### config.mk
export PLATFORM = sky130hd
export DESIGN_NAME = pm_access_gate
export DESIGN_NICKNAME = d
export VERILOG_FILES = /design/src/rtl/pm_gate_pkg.sv /design/src/rtl/pm_cap_regs.sv /design/src/rtl/pm_claim_decide.sv /design/src/rtl/pm_access_gate.sv
export SDC_FILE = /design/constraint.sdc
export NUM_CORES = 1
export LEC_CHECK = 0
export BUFFER_PORTS_ARGS = -buffer_cell sky130_fd_sc_hd__buf_2
export CELL_PAD_IN_SITES_DETAIL_PLACEMENT = 2
export CELL_PAD_IN_SITES_GLOBAL_PLACEMENT = 2
export CORE_ASPECT_RATIO = 1.2
export CORE_MARGIN = 4
export CORE_UTILIZATION = 12
export CTS_BUF_LIST = sky130_fd_sc_hd__clkbuf_2 sky130_fd_sc_hd__clkbuf_4 sky130_fd_sc_hd__clkbuf_8
export DETAILED_ROUTE_END_ITERATION = 10
export GPL_TIMING_DRIVEN = 0
export MAX_ROUTING_LAYER = met4
export PLACE_DENSITY = 0.89
export SETUP_SLACK_MARGIN = 0.02
export SLEW_MARGIN = 30
export SYNTH_ARGS = -nofsm -noshare
export SYNTH_HDL_FRONTEND = slang
export SYNTH_HIERARCHICAL = 1
export SYNTH_SLANG_ARGS = --single-unit
### constraint.sdc
create_clock -name clk -period 1.7 [get_ports clk]
set_input_delay 0.17 -clock clk [delete_from_list [all_inputs] [get_ports clk]]
set_output_delay 0.17 -clock clk [all_outputs]
set_load 0.02 [all_outputs]
### src/rtl/pm_gate_pkg.sv
package pm_gate_pkg;
   typedef enum logic [1:0] {
      PS_D0  = 2'b00,
      PS_D1  = 2'b01,
      PS_D2  = 2'b10,
      PS_D3H = 2'b11
   } pstate_e;

   typedef enum logic [1:0] {
      TK_MEM = 2'b00,
      TK_IO  = 2'b01,
      TK_CFG = 2'b10,
      TK_RSV = 2'b11
   } tkind_e;

   localparam int unsigned CMD_MEM = 0;
   localparam int unsigned CMD_IO  = 1;
   localparam int unsigned CMD_BM  = 2;

   localparam logic [7:0] PM_CAP_ID = 8'h01;
endpackage

### src/rtl/pm_cap_regs.sv
module pm_cap_regs
   import pm_gate_pkg::*;
#(
   parameter int unsigned DW       = 32,
   parameter int unsigned AW       = 2,
   parameter logic [7:0]  NEXT_PTR = 8'h50,
   parameter logic [15:0] PMC_VAL  = 16'h0202,
   parameter bit          ALLOW_D2 = 1'b0
) (
   input  logic          clk,
   input  logic          rst_n,
   input  logic          cfg_req,
   input  logic          cfg_we,
   input  logic [AW-1:0] cfg_addr,
   input  logic [DW-1:0] cfg_wdata,
   output logic [DW-1:0] cfg_rdata,
   output pstate_e       pm_state
);
   localparam logic [AW-1:0] HDR_IDX  = AW'(0);
   localparam logic [AW-1:0] CTRL_IDX = AW'(1);

   if (DW != 32) begin : g_bad_dw
      $error("pm_cap_regs: DW must be 32");
   end
   if (AW < 1) begin : g_bad_aw
      $error("pm_cap_regs: AW must be at least 1");
   end
   if (NEXT_PTR[1:0] != 2'b00) begin : g_bad_ptr
      $error("pm_cap_regs: NEXT_PTR must be dword aligned");
   end

   logic       wr_ctrl;
   logic [1:0] req_code;
   logic       accept;

   assign wr_ctrl  = cfg_req && cfg_we && (cfg_addr == CTRL_IDX);
   assign req_code = cfg_wdata[1:0];

   if (ALLOW_D2) begin : g_d2_on
      assign accept = 1'b1;
   end else begin : g_d2_off
      assign accept = (req_code != PS_D2);
   end

   always_ff @(posedge clk or negedge rst_n) begin
      if (!rst_n) begin
         pm_state <= PS_D0;
      end else if (wr_ctrl && accept) begin
         pm_state <= pstate_e'(req_code);
      end
   end

   always_comb begin
      cfg_rdata = '0;
      if (cfg_addr == HDR_IDX) begin
         cfg_rdata = {PMC_VAL, NEXT_PTR, PM_CAP_ID};
      end else if (cfg_addr == CTRL_IDX) begin
         cfg_rdata = {8'h00, 8'h00, 14'd0, pm_state};
      end
   end

   AST_WR_TAKES: assert property (@(posedge clk) disable iff (!rst_n)
      (wr_ctrl && accept) |=> (pm_state == $past(cfg_wdata[1:0])));

   AST_RO_HOLD: assert property (@(posedge clk) disable iff (!rst_n)
      (cfg_req && cfg_we && cfg_addr != CTRL_IDX) |=> $stable(pm_state));

   if (!ALLOW_D2) begin : g_d2_chk
      AST_D2_KEEPS: assert property (@(posedge clk) disable iff (!rst_n)
         (wr_ctrl && cfg_wdata[1:0] == 2'b10) |=> $stable(pm_state));
   end
endmodule

### src/rtl/pm_claim_decide.sv
module pm_claim_decide
   import pm_gate_pkg::*;
#(
   parameter int unsigned CMD_W = 3
) (
   input  logic             clk,
   input  logic             rst_n,
   input  pstate_e          pm_state,
   input  logic [CMD_W-1:0] cmd_en,
   input  logic             txn_start,
   input  logic [1:0]       txn_kind,
   input  logic             txn_master,
   output logic             tgt_claim,
   output logic             mst_allow,
   output logic             txn_abort
);
   if (CMD_W != 3) begin : g_bad_cmd
      $error("pm_claim_decide: CMD_W must be 3");
   end

   logic awake;
   logic claim_n, allow_n, abort_n;

   assign awake = (pm_state == PS_D0);

   always_comb begin
      claim_n = 1'b0;
      if (!txn_master) begin
         case (txn_kind)
            TK_MEM:  claim_n = awake && cmd_en[CMD_MEM];
            TK_IO:   claim_n = awake && cmd_en[CMD_IO];
            TK_CFG:  claim_n = 1'b1;
            default: claim_n = 1'b0;
         endcase
      end
      allow_n = txn_master && awake && cmd_en[CMD_BM];
      abort_n = !txn_master && !claim_n;
   end

   always_ff @(posedge clk or negedge rst_n) begin
      if (!rst_n) begin
         tgt_claim <= 1'b0;
         mst_allow <= 1'b0;
         txn_abort <= 1'b0;
      end else if (txn_start) begin
         tgt_claim <= claim_n;
         mst_allow <= allow_n;
         txn_abort <= abort_n;
      end
   end

   AST_LOWPWR_BLOCK: assert property (@(posedge clk) disable iff (!rst_n)
      (txn_start && pm_state != PS_D0 && txn_kind[1] == 1'b0) |=> (!tgt_claim && !mst_allow));

   AST_CFG_CLAIMED: assert property (@(posedge clk) disable iff (!rst_n)
      (txn_start && !txn_master && txn_kind == TK_CFG) |=> tgt_claim);

   AST_ABORT_EXCL: assert property (@(posedge clk) disable iff (!rst_n)
      !(txn_abort && (tgt_claim || mst_allow)));

   AST_DECISION_HELD: assert property (@(posedge clk) disable iff (!rst_n)
      !txn_start |=> ($stable(tgt_claim) && $stable(mst_allow) && $stable(txn_abort)));
endmodule

### src/rtl/pm_access_gate.sv
module pm_access_gate
   import pm_gate_pkg::*;
#(
   parameter int unsigned DW       = 32,
   parameter int unsigned AW       = 2,
   parameter logic [7:0]  NEXT_PTR = 8'h50,
   parameter logic [15:0] PMC_VAL  = 16'h0202,
   parameter bit          ALLOW_D2 = 1'b0
) (
   input  logic          clk,
   input  logic          rst_n,
   input  logic          cfg_req,
   input  logic          cfg_we,
   input  logic [AW-1:0] cfg_addr,
   input  logic [DW-1:0] cfg_wdata,
   output logic [DW-1:0] cfg_rdata,
   input  logic [2:0]    cmd_en,
   input  logic          txn_start,
   input  logic [1:0]    txn_kind,
   input  logic          txn_master,
   output logic          tgt_claim,
   output logic          mst_allow,
   output logic          txn_abort
);
   pstate_e cur_state;

   pm_cap_regs #(
      .DW(DW), .AW(AW), .NEXT_PTR(NEXT_PTR), .PMC_VAL(PMC_VAL), .ALLOW_D2(ALLOW_D2)
   ) u_regs (
      .clk(clk), .rst_n(rst_n),
      .cfg_req(cfg_req), .cfg_we(cfg_we), .cfg_addr(cfg_addr),
      .cfg_wdata(cfg_wdata), .cfg_rdata(cfg_rdata),
      .pm_state(cur_state)
   );

   pm_claim_decide #(.CMD_W(3)) u_decide (
      .clk(clk), .rst_n(rst_n),
      .pm_state(cur_state), .cmd_en(cmd_en),
      .txn_start(txn_start), .txn_kind(txn_kind), .txn_master(txn_master),
      .tgt_claim(tgt_claim), .mst_allow(mst_allow), .txn_abort(txn_abort)
   );
endmodule

* After elaboration in Yosys (flattened, before gate mapping)
Index checks and enable logic that the tools add are counted.
** Word-level totals
- Register bits :: 5
- Input port bits :: 45
- Output and inout bits :: 35
- Word-level logic and storage cells :: 25
** Cells by class
- Equal/unequal tests :: 4
- Multiplexer cells :: 4
- Reduce and logical (&&, ||, !) cells :: 13
** Operators by type and width (number)
- two-way mux 32 bit :: 1
- logical AND 1 bit :: 8
- logical NOT 2 bit :: 3
- equality test 2 x 1 -> 1 bit, second input constant :: 2
- one-hot mux 1 bit (3 select lines) :: 1
- equality test 2 bit, second input constant :: 1
- logical NOT 1 bit :: 2
- two-way mux 2 bit :: 1
- inequality test 2 bit, second input constant :: 1
- two-way mux 1 bit :: 1

* Depth between registers and ports, before layout
- Depth in word-level cells :: 6
- Gate-level depth with buffers :: 4
- Gate-level depth less buffers :: 4

* Cells and area by module
Netlist, hierarchy kept.
** By module, submodules not included
- pm_cap_regs :: times used 1, cells each 42, area each 334.1 sq um, sequential area each 50.0 sq um
- pm_claim_decide :: times used 1, cells each 17, area each 160.2 sq um, sequential area each 75.1 sq um

* Worst setup path after synthesis
OpenSTA, ideal clock, no wires.
- Path type :: register to register
- Start point :: reg u_regs.pm_state[1]
- End point :: reg u_decide.tgt_claim
- Library setup time :: 0.080 ns
- Arrival :: 0.912 ns
- Data required time :: 1.620 ns
- Setup slack :: 0.709 ns
- Stages on the path, launching flop included :: 4
- Path buffers :: 0
- Clock period less this slack :: 0.991 ns
- Cells stage by stage :: dfrtp_1 or2_1 o22a_1 o22ai_2
** Between the ends
- Cells in the longest elaborated chain, start to end :: 4
- Elaborated cells on any way between the ends :: 5
- Classes of those cells :: 2 x mux; 3 x reduce/logical
** Ends and longest elaborated chain
- start, declared :: line pm_cap_regs.sv:17 : output pstate_e pm_state
- start signal, assigned :: line pm_cap_regs.sv:49 : pm_state <= pstate_e'(req_code);
- logical NOT 2 bit * :: line pm_claim_decide.sv:24 : assign awake = (pm_state == PS_D0);
- logical AND 1 bit (on tied branches) :: line pm_claim_decide.sv:31, pm_claim_decide.sv:30
- one-hot mux 1 bit (3 select lines) * :: line pm_claim_decide.sv:29 : case (txn_kind)
- two-way mux 1 bit * :: line pm_claim_decide.sv:28 : if (!txn_master) begin
- end signal, assigned :: line pm_claim_decide.sv:46 : tgt_claim <= claim_n;
- end, declared :: line pm_claim_decide.sv:13 : output logic tgt_claim,
Mark *: on every way between the ends. The rest lies on a longest branch, timed or not.
A chain may end at the register's enable or synchronous reset.

* Worst setup path after layout
- Start point :: reg u_regs.pm_state[0]
- End point :: out cfg_rdata[0]
** Between the ends
- Cells in the longest elaborated chain, start to end :: 2
** Ends and longest elaborated chain
- two-way mux 2 bit :: line pm_cap_regs.sv:57 : end else if (cfg_addr == CTRL_IDX) begin
- two-way mux 32 bit :: line pm_cap_regs.sv:55 : if (cfg_addr == HDR_IDX) begin
- end, declared :: line pm_access_gate.sv:16 : output logic [DW-1:0] cfg_rdata,
No other way between the ends.

==> out/metrics.cfg <==
[status]
outcome=finished, final reports clean

[global_routing]
grt_pass1_vias=547
grt_first_pass_wirelength_mm=2.22
grt_use_total_pct=5.81
grt_start_max_net_pins=6
antenna_found_initial=0
grt_overflow_total=0

[timing]
drv_slew=0
whs_ns=0.202
layout_worst_path_cycle_share_pct=64.4
setup_viol=0
fin_crit_ns=1.10
tns_ns=0
rsz0062_at_grt=no
hold_viol=0
setup_ws_ns=0.605
clock.fmax_mhz=913
skew_ns=0.000615

[critical_path]
startpoint_type=flip-flop
crit_chain=inv_1 > a21oi_1 > buf_2
end_kind=output port
cp.arrival_ns=0.93
worstPathRequired_ns=1.53
path_delay_family=flip-flops
slowest_stage=dfrtp_1
max_stage_delay_ns=0.34
worst-path-buf-inv=2
crit_fanout=3
crit_type=flip-flop to output port

[detailed_routing]
drt_pre_antenna_iters=2
wl_mm=1.34
vias_per_cell=3.01
drc=0
vias=499
wl_per_cell_um=8.08
drt_iter0_drc=11
antenna_left=0

[final_layout]
fin_area_um2=830
fin_util_pct=20.9
multiInputGateArea_um2=226
drive_gt1_share_pct=51.8
area_delta_synth_final_pct=67.8
fill_cells=498
layout.nets=158
register_area_um2=125
n_antenna_cell=0

[yosys]
post-synth-top-count-cell=buf_4
yosysTopAreaCellShare_pct=44.1
synthFlopType=dfrtp_1
yosysTopAreaCell=buf_4
syn_inst=59
yosysWarnings=6
ys_top_cells_by_area=buf_4 44%, dfrtp_1 25%, inv_1 3.8%
synth_common_cells=29 x buf_4, 5 x dfrtp_1, 5 x inv_1
ys_seq_area_share_pct=25.3
netlist_area_um2=494
avgSynthCellArea_um2=8.38
synth_seq_cells=5
synth-edff-count=0
ys_types=18
async_flop_share_pct=100

[die]
die_x_um=66.6
fp.coreArea_um2=3970
num_rows=25
die_y_um=78.3
die_area_um2=5210
ios=80
start_util_pct=12.4

[run]
drv_cap=0

[place]
gp_congestion=0.634
dp_hpwl_mm=1.25
portBuffers=23
pre_cts_ws_ns=0.608
placed_area_um2=771

[clock_network]
clockRootBuffer=clkbuf_8
path_clk_slew_ns=0.03
cts.path.max_buffers=2
clk_latency_ns=0.22
cts_made_buffers=3
htree_levels=1
cts_tree=built
ctsResizeCount=0
cts_sinks=5

[power]
pwr_density_cell_nw_per_um2=706
p_leak_uw=0.000492
ir_worst_vdd_mv=0.180

[min_path]
holdCritPathClass=input port to flip-flop

-- placed cells by master, fill, tap and decap left out --
cell type	instances
o21ai_1	1
dlygate4sd3_1	1
buf_4	29
nor2_1	2
clkbuf_8	3
o22ai_2	1
o21ai_0	1
o22a_1	1
nand3b_1	1
or2_1	1
and4b_1	1
clkbuf_4	1
conb_1	26
inv_1	5
o22ai_1	2
buf_2	23
nand2b_1	1
nor2b_4	1
nand4_1	2
and2_1	1
dfrtp_1	5
a21oi_1	3
-- final timing paths --
| check | start | to | slack [ns] | cells after the start |
|---|---|---|---|---|
| worst max-delay path | u_regs/pm_state[0]$_DFFE_PN0P_ | cfg_rdata[0] | 0.60 | 3 |
| worst min-delay path | txn_start | u_decide/txn_abort$_DFFE_PN0P_ | 0.20 | 2 |
| worst max register to register | u_regs/pm_state[1]$_DFFE_PN0P_ | u_decide/tgt_claim$_DFFE_PN0P_ | 0.63 | 4 |
| worst min register to register | u_decide/mst_allow$_DFFE_PN0P_ | u_decide/mst_allow$_DFFE_PN0P_ | 0.52 | 2 |
| max in group asynchronous | rst_n | u_regs/pm_state[0]$_DFFE_PN0P_ | 1.26 | 2 |
| min in group asynchronous | rst_n | u_decide/txn_abort$_DFFE_PN0P_ | 0.31 | 2 |
-- registers in the layout (all words and copies together) (netlist names) --
name	flops
u_decide/tgt_claim	1
u_decide/txn_abort	1
u_decide/mst_allow	1
u_regs/pm_state	2
-- per-layer routing --
| layer | vias to the layer above | routed length, um | track usage [%] |
|---|---|---|---|
| li1 | 244 | - | - |
| met1 | 218 | 469 | 5.18 |
| met2 | 37 | 644 | 9.72 |
| met3 | 0 | 226 | 4.01 |
| met4 | 0 | 0 | 1.83 |
| met5 | - | 0 | - |
-- worst reg2reg max path, cell delays in order, from the launching register on --
cell	delay [ns]
dfrtp_1	0.39
nor2_1	0.18
a21oi_1	0.11
o22a_1	0.21
o22ai_2	0.11
-- where the power goes --
group          leakage, uW  switching (uW)  internal (uW)
Sequential       0.0000624            10.1            136
Combinational     0.000404             120           88.1
Clock            0.0000262            55.5            177
Total             0.000492             185            400
-- cell type report --
| class | instances | area share, % |
|---|---|---|
| well taps | 54 | 8.14 |
| multi-input cells | 45 | 27.3 |
| clock buffers | 4 | 5.88 |
| flip-flops and latches | 5 | 15.1 |
| inverters | 5 | 2.26 |
| repair buffers | 24 | 15.1 |
| plain buffers | 29 | 26.2 |
-- metrics by stage --
stage | cells | total power, uW
after floorplan | 84 | 304
after global placement | 161 | 349
after detailed placement | 161 | 352
after CTS | 166 | 596
after global routing | 166 | 643
final | 166 | 586
-- kinds of logic after synthesis --
| family | after synthesis | share of synthesized area, % |
|---|---|---|
| buffers and inverters | 34 | 47.8 |
| AND/OR/NAND/NOR | 10 | 14.2 |
| AO/OA/AOI/OAI | 9 | 11.9 |
| other | 1 | 0.759 |
| flip-flops | 5 | 25.3 |
-- what timing repair did --
item,CTS,global route
hold buffers,1,0
setup buffers,0,0
hold endpoints to repair,5,0
Power figures use the tool's default switching activity.
